<file path="src/rtl/cla_pkg.sv">
`timescale 1ns/1ps
package cla_pkg;

  typedef struct packed {
    logic g;
    logic p;
  } gp_t;

  // Combine an upper span with the adjacent lower span.
  function automatic gp_t gp_merge(gp_t hi, gp_t lo);
    gp_t r;
    r.g = hi.g | (hi.p & lo.g);
    r.p = hi.p & lo.p;
    return r;
  endfunction

endpackage

</file>
<file path="src/rtl/cla_bit_pg.sv">
`timescale 1ns/1ps
module cla_bit_pg
  import cla_pkg::*;
#(
  parameter int unsigned W = 32
) (
  input  logic [W-1:0] a_i,
  input  logic [W-1:0] b_i,
  output gp_t  [W-1:0] gp_o
);

  for (genvar i = 0; i < W; i++) begin : g_col
    assign gp_o[i].g = a_i[i] & b_i[i];
    assign gp_o[i].p = a_i[i] | b_i[i];
  end

endmodule

</file>
<file path="src/rtl/cla_group_pg.sv">
`timescale 1ns/1ps
module cla_group_pg
  import cla_pkg::*;
#(
  parameter int unsigned K = 4
) (
  input  gp_t [K-1:0] bit_gp_i,
  output gp_t         grp_gp_o
);

  gp_t [K-1:0] span;  // span[i] covers bits i..0

  assign span[0] = bit_gp_i[0];
  for (genvar i = 1; i < K; i++) begin : g_merge
    assign span[i] = gp_merge(bit_gp_i[i], span[i-1]);
  end

  assign grp_gp_o = span[K-1];

endmodule

</file>
<file path="src/rtl/cla_carry_chain.sv">
`timescale 1ns/1ps
module cla_carry_chain
  import cla_pkg::*;
#(
  parameter int unsigned NG = 8
) (
  input  gp_t [NG-1:0] grp_gp_i,
  input  logic         cin_i,
  output logic [NG:0]  carry_o
);

  assign carry_o[0] = cin_i;
  for (genvar g = 0; g < NG; g++) begin : g_hop
    assign carry_o[g+1] = grp_gp_i[g].g | (grp_gp_i[g].p & carry_o[g]);
  end

endmodule

</file>
<file path="src/rtl/cla_group_sum.sv">
`timescale 1ns/1ps
module cla_group_sum
  import cla_pkg::*;
#(
  parameter int unsigned K = 4
) (
  input  logic [K-1:0] a_i,
  input  logic [K-1:0] b_i,
  input  gp_t  [K-1:0] bit_gp_i,
  input  logic         cin_i,
  output logic [K-1:0] sum_o
);

  logic [K-1:0] c_in;  // carry into each bit of the group

  assign c_in[0] = cin_i;
  for (genvar i = 1; i < K; i++) begin : g_ripple
    assign c_in[i] = bit_gp_i[i-1].g | (bit_gp_i[i-1].p & c_in[i-1]);
  end

  for (genvar i = 0; i < K; i++) begin : g_sum
    assign sum_o[i] = a_i[i] ^ b_i[i] ^ c_in[i];
  end

endmodule

</file>
<file path="src/rtl/cla_adder.sv">
`timescale 1ns/1ps
module cla_adder
  import cla_pkg::*;
#(
  parameter int unsigned N = 32,
  parameter int unsigned K = 4
) (
  input  logic [N-1:0] a_i,
  input  logic [N-1:0] b_i,
  input  logic         cin_i,
  output logic [N-1:0] sum_o,
  output logic         cout_o
);

  localparam int unsigned NG = N / K;

  if ((N % K) != 0 || K == 0) begin : g_bad_cfg
    $error("cla_adder: N must be a nonzero multiple of K");
  end

  gp_t  [N-1:0]  bit_gp;
  gp_t  [NG-1:0] grp_gp;
  logic [NG:0]   grp_carry;

  cla_bit_pg #(.W(N)) u_pg (
    .a_i  (a_i),
    .b_i  (b_i),
    .gp_o (bit_gp)
  );

  for (genvar g = 0; g < NG; g++) begin : g_grp
    cla_group_pg #(.K(K)) u_gpg (
      .bit_gp_i (bit_gp[g*K +: K]),
      .grp_gp_o (grp_gp[g])
    );

    cla_group_sum #(.K(K)) u_sum (
      .a_i      (a_i[g*K +: K]),
      .b_i      (b_i[g*K +: K]),
      .bit_gp_i (bit_gp[g*K +: K]),
      .cin_i    (grp_carry[g]),
      .sum_o    (sum_o[g*K +: K])
    );
  end

  cla_carry_chain #(.NG(NG)) u_chain (
    .grp_gp_i (grp_gp),
    .cin_i    (cin_i),
    .carry_o  (grp_carry)
  );

  assign cout_o = grp_carry[NG];

endmodule

</file>
<file path="config.mk">
export PLATFORM = sky130hd
export DESIGN_NAME = cla_adder
export DESIGN_NICKNAME = d
export VERILOG_FILES = /design/src/rtl/cla_pkg.sv /design/src/rtl/cla_bit_pg.sv /design/src/rtl/cla_group_pg.sv /design/src/rtl/cla_carry_chain.sv /design/src/rtl/cla_group_sum.sv /design/src/rtl/cla_adder.sv
export SDC_FILE = /design/constraint.sdc
export NUM_CORES = 1
export LEC_CHECK = 0
export BUFFER_PORTS_ARGS = -buffer_cell sky130_fd_sc_hd__buf_2
export CORE_MARGIN = 10
export CORE_UTILIZATION = 50
export DETAILED_ROUTE_END_ITERATION = 16
export GPL_ROUTABILITY_DRIVEN = 0
export PLACE_DENSITY = 0.93
export SETUP_SLACK_MARGIN = 0.05
export SLEW_MARGIN = 0
export SYNTH_ARGS = -nofsm -noshare
export SYNTH_HDL_FRONTEND = slang
export SYNTH_SLANG_ARGS = --single-unit
</file>
<file path="constraint.sdc">
create_clock -name vclk -period 6.7
set_clock_uncertainty 0.05 [all_clocks]
set_input_delay 2.01 -clock vclk [all_inputs]
set_output_delay 2.01 -clock vclk [all_outputs]
set_load 0.005 [all_outputs]
</file>
==> flow_summary.yaml, run 1 <==
status:
  status: "finished with violations"
  violations: "setup timing"
sta:
  grt_setup_unrepaired: "yes"
  min_period_ns: 6.94
  drv_slew: 0
  fin_tns_setup_ns: -1.99
  timing.final.crit_share_pct: 104
  fin_hold_ws_ns: 4.33
  hold_viol: 0
  worst_slew_pin_slew_ns: 0.477
  setup_viol: 14
  fmax_ghz: 0.144
  layout_setup_ws_ns: -0.237
  max_slew_margin_pct: 67.9
place:
  place_ws_ns: -0.300
  dpl-instance-area_sq_mm: 0.00285
  hpwl_um: 5280
  io_buffers: 98
detailed_routing:
  wirelength_um: 7740
  drt_drc_violations_left: 0
  firstDrtPassIters: 4
  drt_first_iter_violations: 78
  wl_per_cell_um: 18.0
  vias: 2159
  postRouteAntennaNets: 0
  viasPerCell: 5.01
worst_setup_path:
  path_class: "input pin to primary output"
  crit_path_start: "a_i[12]"
  end_kind: "primary output"
  cp_max_fo: 3
  critPathLaunchType: "input pin"
  crit_required_ns: 4.64
  cp.arrival_ns: 4.88
grt:
  grt_antenna_before_repair: 0
  overflow: 0
  grt_max_degree: 5
  grt_pass1_vias: 2367
  grt_pass1_wl_um: 10400
  groute.usage.overall_pct: 16.9
flow_run:
  drv_cap: 0
floorplan:
  core_area_sq_mm: 0.00400
  die_y_um: 84.1
  start_util_pct: 51.4
  dieArea_sq_mm: 0.00707
  die-width_um: 84.1
  ios: 98
  rows: 23
final_layout:
  final_nets: 536
  fin_util_pct: 81.4
  multi_input_area_sq_mm: 0.00201
  syn2layout_area_growth_pct: 58.5
  seqCellArea_sq_um: 0
  nFillCells: 220
  final_cell_area_sq_mm: 0.00326
  diodes: 0
  nClkBuffers: 0
  design.seq.count: 0
  drive_gt1_share_pct: 53.8
logic_synthesis:
  synth_area_sq_mm: 0.00205
  syn-num-nets: 398
  avgSynthCellArea_sq_um: 8.39
  syn_inst: 245
  synth.distinct_cells: 29
  yosys_warnings: 0
  ys_seq_area_share_pct: 0
hold_path:
  hold_depth: 3
  hold_class: "input pin to primary output"
  whs_endpoint: "sum_o[1]"
  min_from: "b_i[1]"
power_and_ir_drop:
  power_density_mw_per_mm2: 81.4
  power_leakage_nw: 1.86
  ir_worst_vdd_mv: 0.0508
-- worst max-delay path, stage by stage --
cell      delay, ns
buf_2          0.13
ha_1           0.20
nor2b_1        0.13
o21ai_0        0.39
nand2_1        0.19
or2_2          0.36
nor2_4         0.18
o21bai_4       0.09
fa_2           0.34
inv_2          0.06
fa_2           0.20
fa_2           0.44
inv_2          0.06
buf_6          0.08
-- cell usage after synthesis --
master / number / share of area [%]
xor2_1: 5 / 2.1
ha_1: 64 / 39
or4_4: 1 / 0.55
a21o_1: 1 / 0.37
o31ai_1: 4 / 1.5
nor3b_2: 1 / 0.61
xnor2_1: 3 / 1.3
a21o_2: 1 / 0.43
or2_2: 1 / 0.30
or3_4: 1 / 0.55
nand3_1: 2 / 0.49
nor2_1: 4 / 0.73
or4_1: 1 / 0.37
o21bai_1: 3 / 1.1
fa_1: 24 / 23
nor4_1: 6 / 1.8
nor2b_1: 4 / 1.2
nand2b_1: 2 / 0.61
o21ai_1: 1 / 0.24
inv_1: 88 / 16
nor3_1: 2 / 0.49
a211oi_1: 1 / 0.37
o211ai_1: 1 / 0.37
a21oi_1: 15 / 3.7
nor3_2: 1 / 0.49
o21ai_0: 4 / 0.97
nor2_2: 1 / 0.30
nand2_1: 2 / 0.37
a31oi_1: 1 / 0.30
-- through the flow --
stage               total power [mW]  std cells
floorplan                     0.0991        245
global placement               0.199        425
detailed placement             0.210        425
CTS                            0.224        426
global route                   0.292        431
finish                         0.265        431
-- cell families after synthesis --
group           after synthesis  share of synthesized area (%)
compound gates               32                           9.26
xor+xnor                      8                           3.41
fa+ha+maj                    88                           62.4
buf+inv                      88                           16.1
simple gates                 29                           8.89
-- metal layers --
layer	track usage, %	share of wire, %	wire, um
met1	15.1	34	2660
met2	34.6	53	4070
met3	5.47	8.2	634
met4	4.11	4.8	372
met5	0	0	0
-- worst max-delay path by stage --
stage / end / slack (ns) / cells past startpoint
2_1_floorplan: sum_o[27] / 0.13 / 13
3_3_place_gp: sum_o[19] / -0.17 / 12
3_5_place_dp: sum_o[19] / -0.30 / 12
4_1_cts: sum_o[26] / -0.22 / 15
5_1_grt: sum_o[30] / -0.37 / 15
6_report: sum_o[26] / -0.24 / 14
-- where the power goes --
group / total (mW) / switching (mW) / internal [mW]
Combinational: 0.265 / 0.132 / 0.133
Sequential: 0 / 0 / 0
Clock: 0 / 0 / 0
-- cells in the final DEF, fill, tap and decap left out, types with 3 or more instances in the layout --
cell type	count
buf_2	87
inv_1	70
ha_1	51
buf_4	40
inv_2	15
fa_2	15
a21oi_1	10
ha_4	10
fa_1	9
buf_6	7
xor2_1	5
o31ai_1	4
a21oi_2	4
nor4_1	4
nor2b_1	3
nor2_1	3
inv_4	3
xnor2_2	3
ha_2	3
-- cell type report --
| type | count | area share, % |
|---|---|---|
| Tap cell | 50 | 1.92 |
| Inverter | 88 | 10.4 |
| Timing Repair Buffer | 136 | 25.9 |
| Multi-Input combinational cell | 157 | 61.8 |
-- repair_timing --
action | 4_1_cts | 5_1_grt
pin swaps | 17 | 13
gates cloned | 0 | 0
hold buffers | 0 | 0
setup endpoints to repair | 11 | 12
resized for setup | 39 | 61
buffers inserted | 1 | 7
No activity file was read; power rests on OpenSTA's default activity.
==> run 2: changes to the inputs <==
- GPL_TIMING_DRIVEN: unset -> 0
==> flow_summary.yaml, run 2 (synthesis results as in run 1) <==
worst_setup_path:
  crit_required_ns: 4.64
  cp_max_fo: 3
  critPathLaunchType: "input pin"
  cp.arrival_ns: 4.88
  end_kind: "primary output"
  path_class: "input pin to primary output"
status:
  status: "finished with violations"
  violations: "setup timing"
final_layout:
  design.seq.count: 0
  nClkBuffers: 0
  final_common_cell: "buf_2"
  seqCellArea_sq_um: 0
  syn2layout_area_growth_pct: 54.0
  stdcell_count: 408
  layout_common_cells: "79 x buf_2, 69 x inv_1, 52 x ha_1"
  final_nets: 512
  drive_gt1_share_pct: 51.0
sta:
  fin_tns_setup_ns: -1.49
  max_slew_margin_pct: 63.6
  min_period_ns: 6.94
  drv_slew: 0
  hold_viol: 0
  setup_viol: 10
  worst_slew_pin_slew_ns: 0.542
  layout_setup_ws_ns: -0.238
  grt_setup_unrepaired: "yes"
  fmax_ghz: 0.144
  timing.final.crit_share_pct: 104
  fin_hold_ws_ns: 4.33
detailed_routing:
  wirelength_um: 6740
  postRouteAntennaNets: 0
  vias: 1985
  firstDrtPassIters: 4
  drt_drc_violations_left: 0
  drt_first_iter_violations: 26
  viasPerCell: 4.87
  wl_per_cell_um: 16.5
grt:
  grt_pass1_wl_um: 9420
  grt_antenna_before_repair: 1
  grt_pass1_vias: 2179
  groute.usage.overall_pct: 15.0
  grt_max_degree: 5
  overflow: 0
floorplan:
  core_area_sq_mm: 0.00400
  start_util_pct: 51.4
  dieArea_sq_mm: 0.00707
  rows: 23
  die_y_um: 84.1
  ios: 98
  die-width_um: 84.1
power_and_ir_drop:
  power_density_mw_per_mm2: 79.0
  power_leakage_nw: 1.76
  finalPower_mw: 0.250
  ir_worst_vdd_mv: 0.0563
clocking:
  cts_hold_buf: 0
flow_run:
  drv_cap: 0
hold_path:
  hold_class: "input pin to primary output"
place:
  hpwl_um: 4670
  io_buffers: 98
  post-place-cells: 393
==> run 2: path summary, 6_finish.rpt <==
check  startpoint  slack (ns)  cells after the start        end
max        a_i[1]       -0.24                     13  sum_o[19]
min        a_i[9]        4.33                      3   sum_o[9]
==> run 2: cell type report <==
cell class / instances / area [sq um]
tap: 50 / 62.6
inverter: 88 / 348
antenna: 1 / 2.50
fill: 244 / 836
multi-input combinational: 157 / 2010
timing repair buffer: 112 / 744
==> run 2: critical path, cell delays in order <==
cell and delay, ns:
buf_8 0.10, ha_4 0.15, nor2b_4 0.12, o21bai_1 0.26, a31oi_1 0.14, or3_4 0.42, buf_6 0.14, a21o_4 0.19
fa_2 0.34, fa_2 0.34, fa_2 0.34, xor2_1 0.19, buf_2 0.14
==> run 2: through the flow <==
stage / worst slack (ns) / utilization (%) / cell area [sq um]
global placement: -0.264 / 65.2 / 2610
finish: -0.238 / 79.1 / 3160
CTS: -0.211 / 72.1 / 2880
floorplan: 0.128 / - / 2050
detailed placement: -0.330 / 65.2 / 2610
global route: -0.297 / 79.1 / 3160
==> run 2: timing repair <==
item                                    4_1_cts  5_1_grt
gates resized for setup                      67       65
pin swaps                                    25       34
setup buffers                                 9        5
endpoints found under the setup margin       11       12
==> run 2: per-layer routing <==
layer | vias up | global-route usage, % | share of wire [%]
met2 | 91 | 30.2 | 54
met5 | - | 0 | 0
li1 | 954 | - | -
met4 | 0 | 0.761 | 4.5
met3 | 24 | 5.08 | 9.4
met1 | 916 | 14.7 | 32
==> run 2: power by group <==
part / internal, mW / switching [mW]
registers: 0 / 0
clock network: 0.0000000199 / 0
logic: 0.126 / 0.124
==> run 3: changes to the inputs <==
- CORE_UTILIZATION: 50 -> 45
- PLACE_DENSITY: 0.93 -> 0.86
==> flow_summary.yaml, run 3 (synthesis results as in run 1) <==
status:
  status: "finished with violations"
  violations: "setup timing"
final_layout:
  seqCellArea_sq_um: 0
  drive_gt1_share_pct: 49.9
  layout_common_cells: "78 x buf_2, 69 x inv_1, 54 x ha_1"
  stdcell_count: 414
  nClkBuffers: 0
  design.seq.count: 0
  syn2layout_area_growth_pct: 53.9
  final_common_cell: "buf_2"
  final_nets: 516
grt:
  grt_pass1_vias: 2220
  overflow: 0
  grt_max_degree: 5
  groute.usage.overall_pct: 15.9
  grt_pass1_wl_um: 10100
  grt_antenna_before_repair: 1
hold_path:
  min_from: "b_i[4]"
  whs_endpoint: "sum_o[4]"
  hold_depth: 3
  hold_class: "input pin to primary output"
detailed_routing:
  firstDrtPassIters: 4
  wl_met1_um: 2320
  postRouteAntennaNets: 0
  drt_first_iter_violations: 22
  highest_layer: "met4"
  met3_length_um: 529
  wirelength_um: 7080
  wl_per_cell_um: 17.1
  drt_drc_violations_left: 0
  viasPerCell: 4.89
  wl_met2_um: 4030
  vias: 2023
power_and_ir_drop:
  power_leakage_nw: 1.77
  power_density_mw_per_mm2: 79.5
  ir_worst_vdd_mv: 0.0468
place:
  hpwl_um: 4800
  io_buffers: 98
  place_ws_ns: -0.332
  post-place-cells: 395
sta:
  setup_viol: 8
  hold_viol: 0
  fmax_ghz: 0.147
  worst_slew_pin_slew_ns: 0.526
  min_period_ns: 6.82
  layout_setup_ws_ns: -0.120
  fin_tns_setup_ns: -0.627
  grt_setup_unrepaired: "yes"
  drv_slew: 0
  max_slew_margin_pct: 64.6
  timing.final.crit_share_pct: 102
worst_setup_path:
  end_kind: "primary output"
  path_class: "input pin to primary output"
  critPathLaunchType: "input pin"
  cp.arrival_ns: 4.76
  crit_required_ns: 4.64
  cp_max_fo: 3
floorplan:
  die_y_um: 87.6
  rows: 24
  dieArea_sq_mm: 0.00767
  start_util_pct: 46.9
  die-width_um: 87.6
  ios: 98
  core_area_sq_mm: 0.00438
flow_run:
  drv_cap: 0
clocking:
  cts_hold_buf: 0
-- run 3: cell count changes in the layout (fill, tap and decap cells not counted), sizes merged --
cell  before  now
buf      112  116
-- run 3: worst max-delay path by stage --
stage,start,endpoint,depth (start not counted)
4_1_cts,a_i[1],sum_o[18],12
5_1_grt,a_i[11],sum_o[30],15
3_5_place_dp,a_i[10],sum_o[31],15
6_report,a_i[11],sum_o[30],15
3_3_place_gp,a_i[10],sum_o[31],15
2_1_floorplan,a_i[10],sum_o[27],13
-- run 3: per-layer routing --
layer	up-vias	track usage (%)
li1	960	-
met1	977	14.5
met2	72	33.5
met3	14	4.55
met4	0	2.32
met5	-	0
-- run 3: final cells by class --
class	instances	area, sq um
fill	305	1220
inverter	88	350
tap	52	65.1
antenna	1	2.50
multi-input combinational	157	1980
timing repair buffer	116	762
-- run 3: power by group --
| group | leakage [nW] | switching, mW | internal, mW |
|---|---|---|---|
| registers | 0 | 0 | 0 |
| logic | 1.77 | 0.125 | 0.126 |
| clock network | 0.00000634 | 0 | 0.0000000200 |
| total | 1.77 | 0.125 | 0.126 |
-- run 3: stage by stage --
step	total power [mW]	util, %	hold WS (ns)	instance area [sq um]
6_report	0.251	72.1	4.32	3160
3_3_place_gp	0.181	59.5	4.34	2610
4_1_cts	0.230	69.8	4.32	3060
5_1_grt	0.278	72.1	4.34	3160
3_5_place_dp	0.191	59.5	4.34	2610
2_1_floorplan	0.0991	-	4.12	2050
-- run 3: timing repair --
| item | CTS | global route |
|---|---|---|
| endpoints found under the setup margin | 10 | 12 |
| pin swaps | 27 | 22 |
| buffers inserted | 19 | 2 |
| gates resized for setup | 94 | 27 |
| endpoints found under the hold margin | 0 | 0 |
-- run 3: critical path, stage by stage --
cell      delay, ns
buf_8          0.08
inv_4          0.04
ha_4           0.15
or4_4          0.51
nand2b_4       0.15
a31oi_1        0.16
or3_4          0.19
nor2_4         0.06
o21ai_2        0.14
fa_2           0.21
inv_2          0.04
fa_2           0.33
fa_2           0.53
inv_1          0.04
buf_2          0.12
